**src/rtl/pwr_seq_fsm.sv**
```systemverilog
module pwr_seq_fsm #(
  parameter int T_PRE_DSW = 10,
  parameter int T_SUSCLK  = 5,
  parameter int T_IDLE    = 10000,
  parameter int T_RAIL    = 1000,
  parameter int T_CORE    = 99
) (
  input  logic       clk,
  input  logic       rst_n,
  input  logic       tick_i,
  input  logic       wake_req_i,
  input  logic       pg_aon_i,
  input  logic       pg_mem_i,
  input  logic       pg_sw_i,
  input  logic       slp_s3_n_i,
  input  logic       slp_s5_n_i,
  input  logic       sus_warn_n_i,
  input  logic       throttle_req_i,
  input  logic [3:0] query_mask_i,
  output logic       en_mem_o,
  output logic       en_sw_o,
  output logic       en_core_o,
  output logic       dsw_pwrok_o,
  output logic       rsm_rst_n_o,
  output logic       cpu_pwrok_o,
  output logic       throttle_o,
  output logic       sus_ack_n_o,
  output logic       query_hit_o
);
  localparam int TMAX = (T_IDLE > T_RAIL) ? ((T_IDLE > T_CORE) ? T_IDLE : T_CORE)
                                          : ((T_RAIL > T_CORE) ? T_RAIL : T_CORE);
  localparam int TALL = (TMAX > T_PRE_DSW) ? ((TMAX > T_SUSCLK) ? TMAX : T_SUSCLK)
                                           : ((T_PRE_DSW > T_SUSCLK) ? T_PRE_DSW : T_SUSCLK);
  localparam int CW   = $clog2(TALL + 1);

  typedef enum logic [3:0] {
    S_HOFF, S_SOFF, S_SUSP, S_ON,
    S_HOFF_SOFF, S_SOFF_SUSP, S_SUSP_ON, S_ON_SUSP, S_SUSP_SOFF, S_SOFF_HOFF
  } st_t;

  st_t           st;
  logic [1:0]    ph;
  logic [CW-1:0] cnt, lim;
  logic          wake_pend, expired, rails_s3, rails_s0, in_on;
  logic [3:0]    need;

  assign rails_s3    = pg_aon_i & pg_mem_i;
  assign rails_s0    = rails_s3 & pg_sw_i;
  assign in_on       = (st == S_ON);
  assign sus_ack_n_o = sus_warn_n_i;
  assign expired     = tick_i && (cnt == lim - 1'b1);

  always_comb begin
    case (st)
      S_HOFF_SOFF: lim = (ph == 2'd0) ? CW'(T_PRE_DSW) : CW'(T_SUSCLK);
      S_SOFF:      lim = CW'(T_IDLE);
      S_SOFF_SUSP: lim = CW'(T_RAIL);
      S_SUSP_ON:   lim = (ph == 2'd0) ? CW'(T_RAIL) : CW'(T_CORE);
      default:     lim = CW'(1);
    endcase
  end

  always_comb begin
    case (st)
      S_HOFF:                   need = 4'b0001;
      S_SOFF:                   need = 4'b0010;
      S_SUSP:                   need = 4'b0100;
      S_ON:                     need = 4'b1000;
      S_HOFF_SOFF, S_SOFF_HOFF: need = 4'b0011;
      S_SOFF_SUSP, S_SUSP_SOFF: need = 4'b0110;
      default:                  need = 4'b1100;
    endcase
  end
  assign query_hit_o = ((query_mask_i & need) == need);

  always_ff @(posedge clk or negedge rst_n) begin
    if (!rst_n) begin
      st          <= S_HOFF;
      ph          <= 2'd0;
      cnt         <= '0;
      wake_pend   <= 1'b0;
      en_mem_o    <= 1'b0;
      en_sw_o     <= 1'b0;
      en_core_o   <= 1'b0;
      dsw_pwrok_o <= 1'b0;
      rsm_rst_n_o <= 1'b0;
      cpu_pwrok_o <= 1'b0;
      throttle_o  <= 1'b0;
    end else begin
      if (wake_req_i && st == S_SOFF_HOFF) wake_pend <= 1'b1;
      case (st)
        S_HOFF:
          if (wake_req_i || wake_pend) begin
            wake_pend <= 1'b0;
            st <= S_HOFF_SOFF; ph <= 2'd0; cnt <= '0;
          end
        S_HOFF_SOFF:
          if (expired) begin
            cnt <= '0;
            if (ph == 2'd0) begin
              dsw_pwrok_o <= 1'b1;
              rsm_rst_n_o <= 1'b1;
              ph <= 2'd1;
            end else begin
              st <= S_SOFF; ph <= 2'd0;
            end
          end else if (tick_i) cnt <= cnt + 1'b1;
        S_SOFF:
          if (slp_s5_n_i) begin
            st <= S_SOFF_SUSP; ph <= 2'd0; cnt <= '0;
          end else if (expired) begin
            st <= S_SOFF_HOFF; cnt <= '0; wake_pend <= 1'b0;
          end else if (tick_i) cnt <= cnt + 1'b1;
        S_SOFF_HOFF: begin
          dsw_pwrok_o <= 1'b0;
          rsm_rst_n_o <= 1'b0;
          st <= S_HOFF;
        end
        S_SOFF_SUSP:
          if (ph == 2'd0 && pg_aon_i) begin
            en_mem_o <= 1'b1; ph <= 2'd1; cnt <= '0;
          end else if (ph != 2'd0 && rails_s3) begin
            st <= S_SUSP; ph <= 2'd0; cnt <= '0;
          end else if (expired) begin
            dsw_pwrok_o <= 1'b0;
            rsm_rst_n_o <= 1'b0;
            en_mem_o    <= 1'b0;
            st <= S_SOFF; ph <= 2'd0; cnt <= '0;
          end else if (tick_i) cnt <= cnt + 1'b1;
        S_SUSP:
          if (!rails_s3) begin
            dsw_pwrok_o <= 1'b0;
            rsm_rst_n_o <= 1'b0;
            st <= S_SUSP_SOFF;
          end else if (slp_s3_n_i) begin
            en_sw_o <= 1'b1;
            st <= S_SUSP_ON; ph <= 2'd0; cnt <= '0;
          end else if (!slp_s5_n_i) begin
            st <= S_SUSP_SOFF;
          end
        S_SUSP_ON:
          if (ph == 2'd0) begin
            if (rails_s0) begin
              en_core_o <= 1'b1; ph <= 2'd1; cnt <= '0;
            end else if (expired) begin
              dsw_pwrok_o <= 1'b0;
              rsm_rst_n_o <= 1'b0;
              en_sw_o     <= 1'b0;
              st <= S_SUSP; cnt <= '0;
            end else if (tick_i) cnt <= cnt + 1'b1;
          end else if (expired) begin
            throttle_o  <= throttle_req_i;
            cpu_pwrok_o <= 1'b1;
            st <= S_ON; ph <= 2'd0; cnt <= '0;
          end else if (tick_i) cnt <= cnt + 1'b1;
        S_ON: begin
          throttle_o <= throttle_req_i;
          if (!rails_s0) begin
            dsw_pwrok_o <= 1'b0;
            rsm_rst_n_o <= 1'b0;
            st <= S_ON_SUSP; ph <= 2'd0;
          end else if (!slp_s3_n_i) begin
            st <= S_ON_SUSP; ph <= 2'd0;
          end
        end
        S_ON_SUSP:
          case (ph)
            2'd0: begin cpu_pwrok_o <= 1'b0; ph <= 2'd1; end
            2'd1: begin en_core_o <= 1'b0; throttle_o <= 1'b0; ph <= 2'd2; end
            default: begin en_sw_o <= 1'b0; st <= S_SUSP; ph <= 2'd0; end
          endcase
        S_SUSP_SOFF: begin
          en_mem_o <= 1'b0;
          st <= S_SOFF; cnt <= '0;
        end
        default: st <= S_HOFF;
      endcase
    end
  end
endmodule

```
**config.mk**
```make
export PLATFORM = sky130hd
export DESIGN_NAME = pwr_seq_fsm
export DESIGN_NICKNAME = d
export VERILOG_FILES = /design/src/rtl/pwr_seq_fsm.sv
export SDC_FILE = /design/constraint.sdc
export NUM_CORES = 1
export LEC_CHECK = 0
export BUFFER_PORTS_ARGS = -buffer_cell sky130_fd_sc_hd__buf_2
export CAP_MARGIN = 20
export CORE_ASPECT_RATIO = 2
export CORE_MARGIN = 5
export CORE_UTILIZATION = 34
export CTS_BUF_LIST = sky130_fd_sc_hd__clkbuf_4 sky130_fd_sc_hd__clkbuf_8
export CTS_CLUSTER_DIAMETER = 200
export DETAILED_ROUTE_END_ITERATION = 6
export PLACE_DENSITY = 0.58
export SLEW_MARGIN = 20
export SYNTH_ARGS = -nofsm -noshare
export SYNTH_HDL_FRONTEND = slang
export SYNTH_SLANG_ARGS = --single-unit
```
**constraint.sdc**
```tcl
create_clock -name clk -period 8.9 [get_ports clk]
set_clock_uncertainty 0.05 [all_clocks]
set_input_delay 0.445 -clock clk [delete_from_list [all_inputs] [get_ports clk]]
set_output_delay 0.445 -clock clk [all_outputs]
set_load 0.02 [all_outputs]
```
==> metrics.md, run 1 <==
| Metric | Value |
|---|---|
| Status | finished clean |
| Chip Height | 132.7 µm |
| Psw | 0.5424 mW |
| DRC viols | 0 |
| Worst VDD drop | 0.0001230 V |
| Dpl cells | 420 |
| Top post-synthesis cells by area | dfrtp_1, nand2_1, nor2_1 |
| Starting Density | 34.98% |
| Arr. time, crit path | 4.42 ns |
| Final setup viols | 0 |
| # fillers | 779 |
| Logic pwr share | 69.4% |
| Sequential share of power | 22.4% |
| GRT Util Overall | 18.30% |
| Met3 WL post-DR | 305 µm |
| Multi-input gate area | 1694 µm² |
| Die width | 71.37 µm |
| Max_slew headroom | 35.44% |
| Synth area leader | dfrtp_1 |
| Final ANT Viol Nets | 0 |
| Row cnt | 44 |
| Routed wl met2 | 4.652 mm |
| Area growth syn-to-layout | 4.934% |
| Pwr Density | 357.4 nW/µm² |
| Vias in the first global route | 2619 |
| Core Box Area | 7322 µm² |
| #FFs+latches synth | 27 |
| Warnings, synthesis | 0 |
| Routed via count | 2660 |
| Crit path kind | reg2reg |
| CTS HTree Levels | 1 |
| Total Nets Final | 350 |
| Worst slew pin tran | 0.9683 ns |
| Die Footprint | 9474 µm² |
| Worst Hold Class | in2async |
| Sw Share | 56.46% |
| Initial drt markers | 310 |
| RSZ-0062 raised after global routing | no |
| Detailed Route WL | 8.637 mm |
| Mapped Avg Cell Area | 7.645 µm² |
| Syn Nets | 352 |
| Total CTS buffers | 3 |
| Share of the yosys chip area belonging to registers | 26.38% |
| CTS tree | done |
| Syn Inst Count | 335 |
| WL per Instance | 20.37 µm |
| Post-synth ARST share | 100.0% |
| Non-Filler Instances | 424 |
| Post-DP HPWL | 6.473 mm |
| CP Launch Type | flop |
| Register area | 675.6 µm² |
| Layout cells sized above 1 | 12.05% |
| Later-pin clock latency in the skew report | 0.29 ns |
| Commonest non-fill, non-tap cell in the layout | nand2_1 |
| Power Total | 0.9606 mW |
| Final GP Congestion | 0.9530 |
| CP endpoint kind | flop |
| Number of vias per cell | 6.274 |
| Clk sinks | 27 |
| Drt pass-1 iters | 4 |
| Cts repair resizes | 0 |
| Hold_ws | 0.1391 ns |
| Post-layout minimum cycle time | 4.315 ns |
| Slew Limit Fails | 0 |
| Hold buffer count at CTS | 0 |
| Final Hold Fails | 0 |
| Pleak | 1.095 nW |
| CP max FO | 29 |
| PortBufs | 21 |
| Post CTS Setup Buffer Count | 0 |
| Cell Area, Synth | 2561 µm² |
| First-pass GRT wire length | 13.68 mm |
| Clk buf depth | 2 |
| Fin crit share | 48.48% |
| Internal | 0.4182 mW |
| Fmax | 231.8 MHz |
| Root Driver | clkbuf_8 |
| Main synth FF type | dfrtp_1 |
| Most frequent cells in the layout | nand2_1, nor2_1, dfrtp_1, o21ai_0, buf_2 |
| Layout Utilization | 36.71% |
| Initial antenna violation count | 0 |
| Crit path required time | 9.01 ns |
| Post-synth EDFFs | 0 |
| Top Metal Used | met4 |
| Netlist cell types | 71 |
| Largest net degree at the start of global routing | 35 |
| Metal-1 WL | 3.179 mm |
| Inserted Diodes | 0 |
| Clock share of power | 8.2% |
| Final setup TNS | 0 ns |
| GRT overflow | 0 |
| MaxCap Viol Count | 0 |
| Post-synth top area share | 26.38% |
| IO Count | 24 |
| Worst-path clk slew | 0.11 ns |
## worst paths after layout
check	end	start	cells after the start	slack, ns
max	cnt[0]	st[0]	11	4.59
min	cnt[12]	rst_n	1	0.14
min in group clk	throttle_o	throttle_req_i	2	0.39
max in group asynchronous	st[3]	rst_n	1	8.18
max reg2reg	cnt[0]	st[0]	11	4.59
min reg2reg	cpu_pwrok_o	cpu_pwrok_o	1	0.46
## through the flow
step	setup slack, ns	cell area, µm²
6_report	4.585	2688
5_1_grt	4.206	2688
4_1_cts	4.565	2688
3_5_place_dp	4.592	2639
3_3_place_gp	4.764	2635
2_1_floorplan	5.603	2561
## power by group through the flow
stage / Sequential, mW / Combinational, mW / Clock (mW)
floorplan: 0.187 / 0.530 / 0
global placement: 0.217 / 0.658 / 0
detailed placement: 0.216 / 0.655 / 0
CTS: 0.214 / 0.658 / 0.0820
global route: 0.221 / 0.719 / 0.0835
finish: 0.215 / 0.667 / 0.0792
## registers in the layout, summed over array words and instances (netlist names)
signal and flops:
cnt 14, st 4, ph 2, cpu_pwrok_o 1, en_core_o 1, en_mem_o 1, en_sw_o 1, rsm_rst_n_o 1
throttle_o 1, wake_pend 1
## routing by layer
layer	vias to the layer above	track usage, %
met3	30	2.050
met4	0	12.97
met1	1295	19.33
li1	1248	-
met2	87	32.43
met5	-	0
## cells by family (layout without fill, tap and decap cells)
group	count (synthesis)	after routing	synth area share, %
AO/OA/AOI/OAI	106	106	29.07
XOR/XNOR	6	6	2.345
adder cells (fa/ha/maj)	2	2	0.9769
buffers and inverters	39	36	7.621
flip-flops	27	27	26.38
multiplexers	5	5	1.954
AND/OR/NAND/NOR	150	150	31.66
## Yosys cell counts (7+ instances only)
master and n:
nor2b_1 8, clkbuf_1 13, inv_1 9, dfrtp_1 27
a31oi_1 7, o211ai_1 12, a21oi_1 16, and2_1 7
and3_1 7, nand2_1 35, nor3_1 13, nand2b_1 7
o221ai_1 9, o21ai_0 22, nor2_1 30, nand3_1 14
## worst max-delay path, stage by stage, from the launching register on
cell and delay [ns]:
dfrtp_1 0.93, nor2b_1 0.56, a21oi_1 0.11, nor2_1 0.13, ha_1 0.44, inv_1 0.11
a2111oi_2 0.31, o221ai_1 0.16, nor4_2 0.38, nand2_2 0.27, o21ai_0 0.54, o21ai_0 0.18
## layout make-up
class,count,share of cell area (%)
clock buffer,4,1.816
tap,92,4.283
timing repair buffer,23,4.469
sequential,27,25.14
inverter,9,1.257
multi-input combinational,269,63.04
Note: power is estimated with default switching activity, not from simulation.
==> run 2: changes to the inputs <==
- ABC_AREA: not set -> 1
- clock period: 8.9 -> 4.3 ns (I/O delays scaled with it)
==> run 2 against run 1 <==
  * Worst setup slack worse by 3.4 ns
  * Sequential share of layout area is 0.43 points lower
  * Global-route usage is 1.4 points lower
  * Register-to-register slack worse by 3.4 ns
  * Sequential power is 76% higher
  * Critical path type unchanged
  * Critical endpoint is now cnt[9]
  * Highest routed layer unchanged
==> metrics.md, run 2 <==
| Metric | Value |
|---|---|
| Status | finished clean |
| Detailed Route WL | 7.441 mm |
| CP Launch Type | flop |
| Worst VDD drop | 0.0001456 V |
| Cell Area, Synth | 2506 µm² |
| Area growth syn-to-layout | 9.086% |
| CTS HTree Levels | 1 |
| Syn Nets | 382 |
| Count leader, synth | nand2_1 |
| Worst Hold Class | in2reg |
| GRT overflow | 0 |
| CP endpoint kind | flop |
| Mapped Avg Cell Area | 6.866 µm² |
| Final setup viols | 0 |
| Drt pass-1 iters | 4 |
| Post-synth ARST share | 100.0% |
| GRT Util Overall | 16.85% |
| Power Total | 1.902 mW |
| Post-DP HPWL | 6.136 mm |
| Clk buf depth | 2 |
| Worst slack, placed | 1.197 ns |
| Final ANT Viol Nets | 0 |
| Post-layout minimum cycle time | 3.108 ns |
| Commonest non-fill, non-tap cell in the layout | nand2_1 |
| Main synth FF type | dfrtp_1 |
| Syn Inst Count | 365 |
| Top cells by count, synth | nand2_1, inv_1, nor2_1, nand3_1, dfrtp_1 |
| Later-pin clock latency in the skew report | 0.29 ns |
| Crit path required time | 4.42 ns |
| Arr. time, crit path | 3.23 ns |
| Initial antenna violation count | 0 |
| Slew Limit Fails | 0 |
| Warnings, synthesis | 0 |
| Final Hold Fails | 0 |
| Dpl cells | 472 |
| Largest net degree at the start of global routing | 28 |
| CP max FO | 12 |
| Fmax | 321.8 MHz |
| #FFs+latches synth | 27 |
| Pwr Density | 695.9 nW/µm² |
| CTS tree | done |
| Largest regs | cnt (14), st (4), ph (2) |
| Worst slew pin tran | 0.6896 ns |
| PortBufs | 21 |
| RSZ-0062 raised after global routing | no |
| IO Count | 24 |
| Root Driver | clkbuf_8 |
| Register bank with the most flops | cnt |
| Initial drt markers | 193 |
| Max_slew headroom | 53.68% |
| Netlist cell types | 41 |
| # fillers | 809 |
| DRC viols | 0 |
| Crit path kind | reg2reg |
| Starting Density | 34.75% |
| Post-route setup slack | 1.192 ns |
| Die width | 70.71 µm |
| Share of the yosys chip area belonging to registers | 26.96% |
| Chip Height | 131.4 µm |
| Top post-synthesis cells by area | dfrtp_1, nand2_1, inv_1 |
| Max reg flops | 14 |
| Core Box Area | 7212 µm² |
| Worst-path clk slew | 0.10 ns |
| Pleak | 1.335 nW |
| First-pass GRT wire length | 12.34 mm |
| Cts repair resizes | 0 |
| Post-synth top area share | 26.96% |
| Number of vias per cell | 5.128 |
| Synth area leader | dfrtp_1 |
| Inserted Diodes | 0 |
| Final GP Congestion | 0.9831 |
| Final setup TNS | 0 ns |
| Non-Filler Instances | 477 |
| Fin crit share | 72.28% |
| Total Nets Final | 403 |
| Most frequent cells in the layout | nand2_1, inv_1, nor2_1, nand3_1, dfrtp_1 |
| Clk sinks | 27 |
| Post-synth EDFFs | 0 |
| Hold_ws | 0.1154 ns |
| Layout cells sized above 1 | 18.96% |
| Vias in the first global route | 2672 |
| MaxCap Viol Count | 0 |
| Die Footprint | 9292 µm² |
| WL per Instance | 15.60 µm |
| Total CTS buffers | 3 |
| Row cnt | 44 |
| Routed via count | 2446 |
[run 2: path summary, 6_finish.rpt]
| path | endpoint | start | depth (start not counted) | slack (ns) |
|---|---|---|---|---|
| min in group asynchronous | cnt[2] | rst_n | 2 | 0.43 |
| max reg2reg | cnt[9] | st[2] | 15 | 1.19 |
| min | throttle_o | throttle_req_i | 3 | 0.12 |
| max in group asynchronous | en_sw_o | rst_n | 2 | 3.34 |
| max | cnt[9] | st[2] | 15 | 1.19 |
| min reg2reg | cpu_pwrok_o | cpu_pwrok_o | 2 | 0.43 |
[run 2: cell families (layout without fill, tap and decap cells)]
logic type	after synthesis	after routing	synth area share, %
AND/OR/NAND/NOR	212	212	42.49
adder cells (fa/ha/maj)	2	2	0.9983
flip-flops	27	27	26.96
XOR/XNOR	14	14	4.893
AO/OA/AOI/OAI	47	47	13.63
buffers and inverters	63	83	11.03
[run 2: area by class of cell]
type / instances / area, µm² / share of cell area (%)
multi-input cells: 275 / 1559 / 57.03
repair buffers: 23 / 122.6 / 4.485
flip-flops and latches: 27 / 675.6 / 24.71
clock buffers: 4 / 48.80 / 1.785
well taps: 92 / 115.1 / 4.211
inverters: 56 / 212.7 / 7.780
[run 2: per-stage QoR]
step	utilization, %	cell area (µm²)
floorplan	-	2506
global placement	37.09	2675
detailed placement	37.09	2675
CTS	37.91	2734
global route	37.91	2734
finish	37.91	2734
[run 2: worst max-delay path, cell delays in order, from the launching register on]
cell	delay, ns
dfrtp_1	0.63
inv_2	0.14
nor2_4	0.17
nand3_1	0.27
nand2_1	0.13
inv_1	0.05
ha_1	0.30
xnor2_1	0.14
nor2_1	0.09
nand3_1	0.11
nor2_1	0.10
nand3_1	0.12
nor3_4	0.16
nand3_4	0.18
nand2_4	0.24
o22ai_1	0.10
[run 2: what timing repair did]
| action | 4_1_cts | 5_1_grt |
|---|---|---|
| hold buffers | 1 | 0 |
| setup buffers | 0 | 0 |
| endpoints found under the hold margin | 27 | 0 |
| setup endpoints to repair | 0 | 0 |
[run 2: routing by layer]
metal,vias up,GRT usage [%],part of all wire [%]
met2,54,33.56,58
met1,1141,14.09,32
met5,-,0,0
met3,29,1.682,2.4
li1,1222,-,-
met4,0,13.08,7.1
[run 2: where the power goes]
part           switching [mW]  total [mW]  internal, mW
clock network          0.0920       0.165        0.0733
logic                   0.917        1.36         0.441
registers              0.0747       0.379         0.304
total                    1.08        1.90         0.818
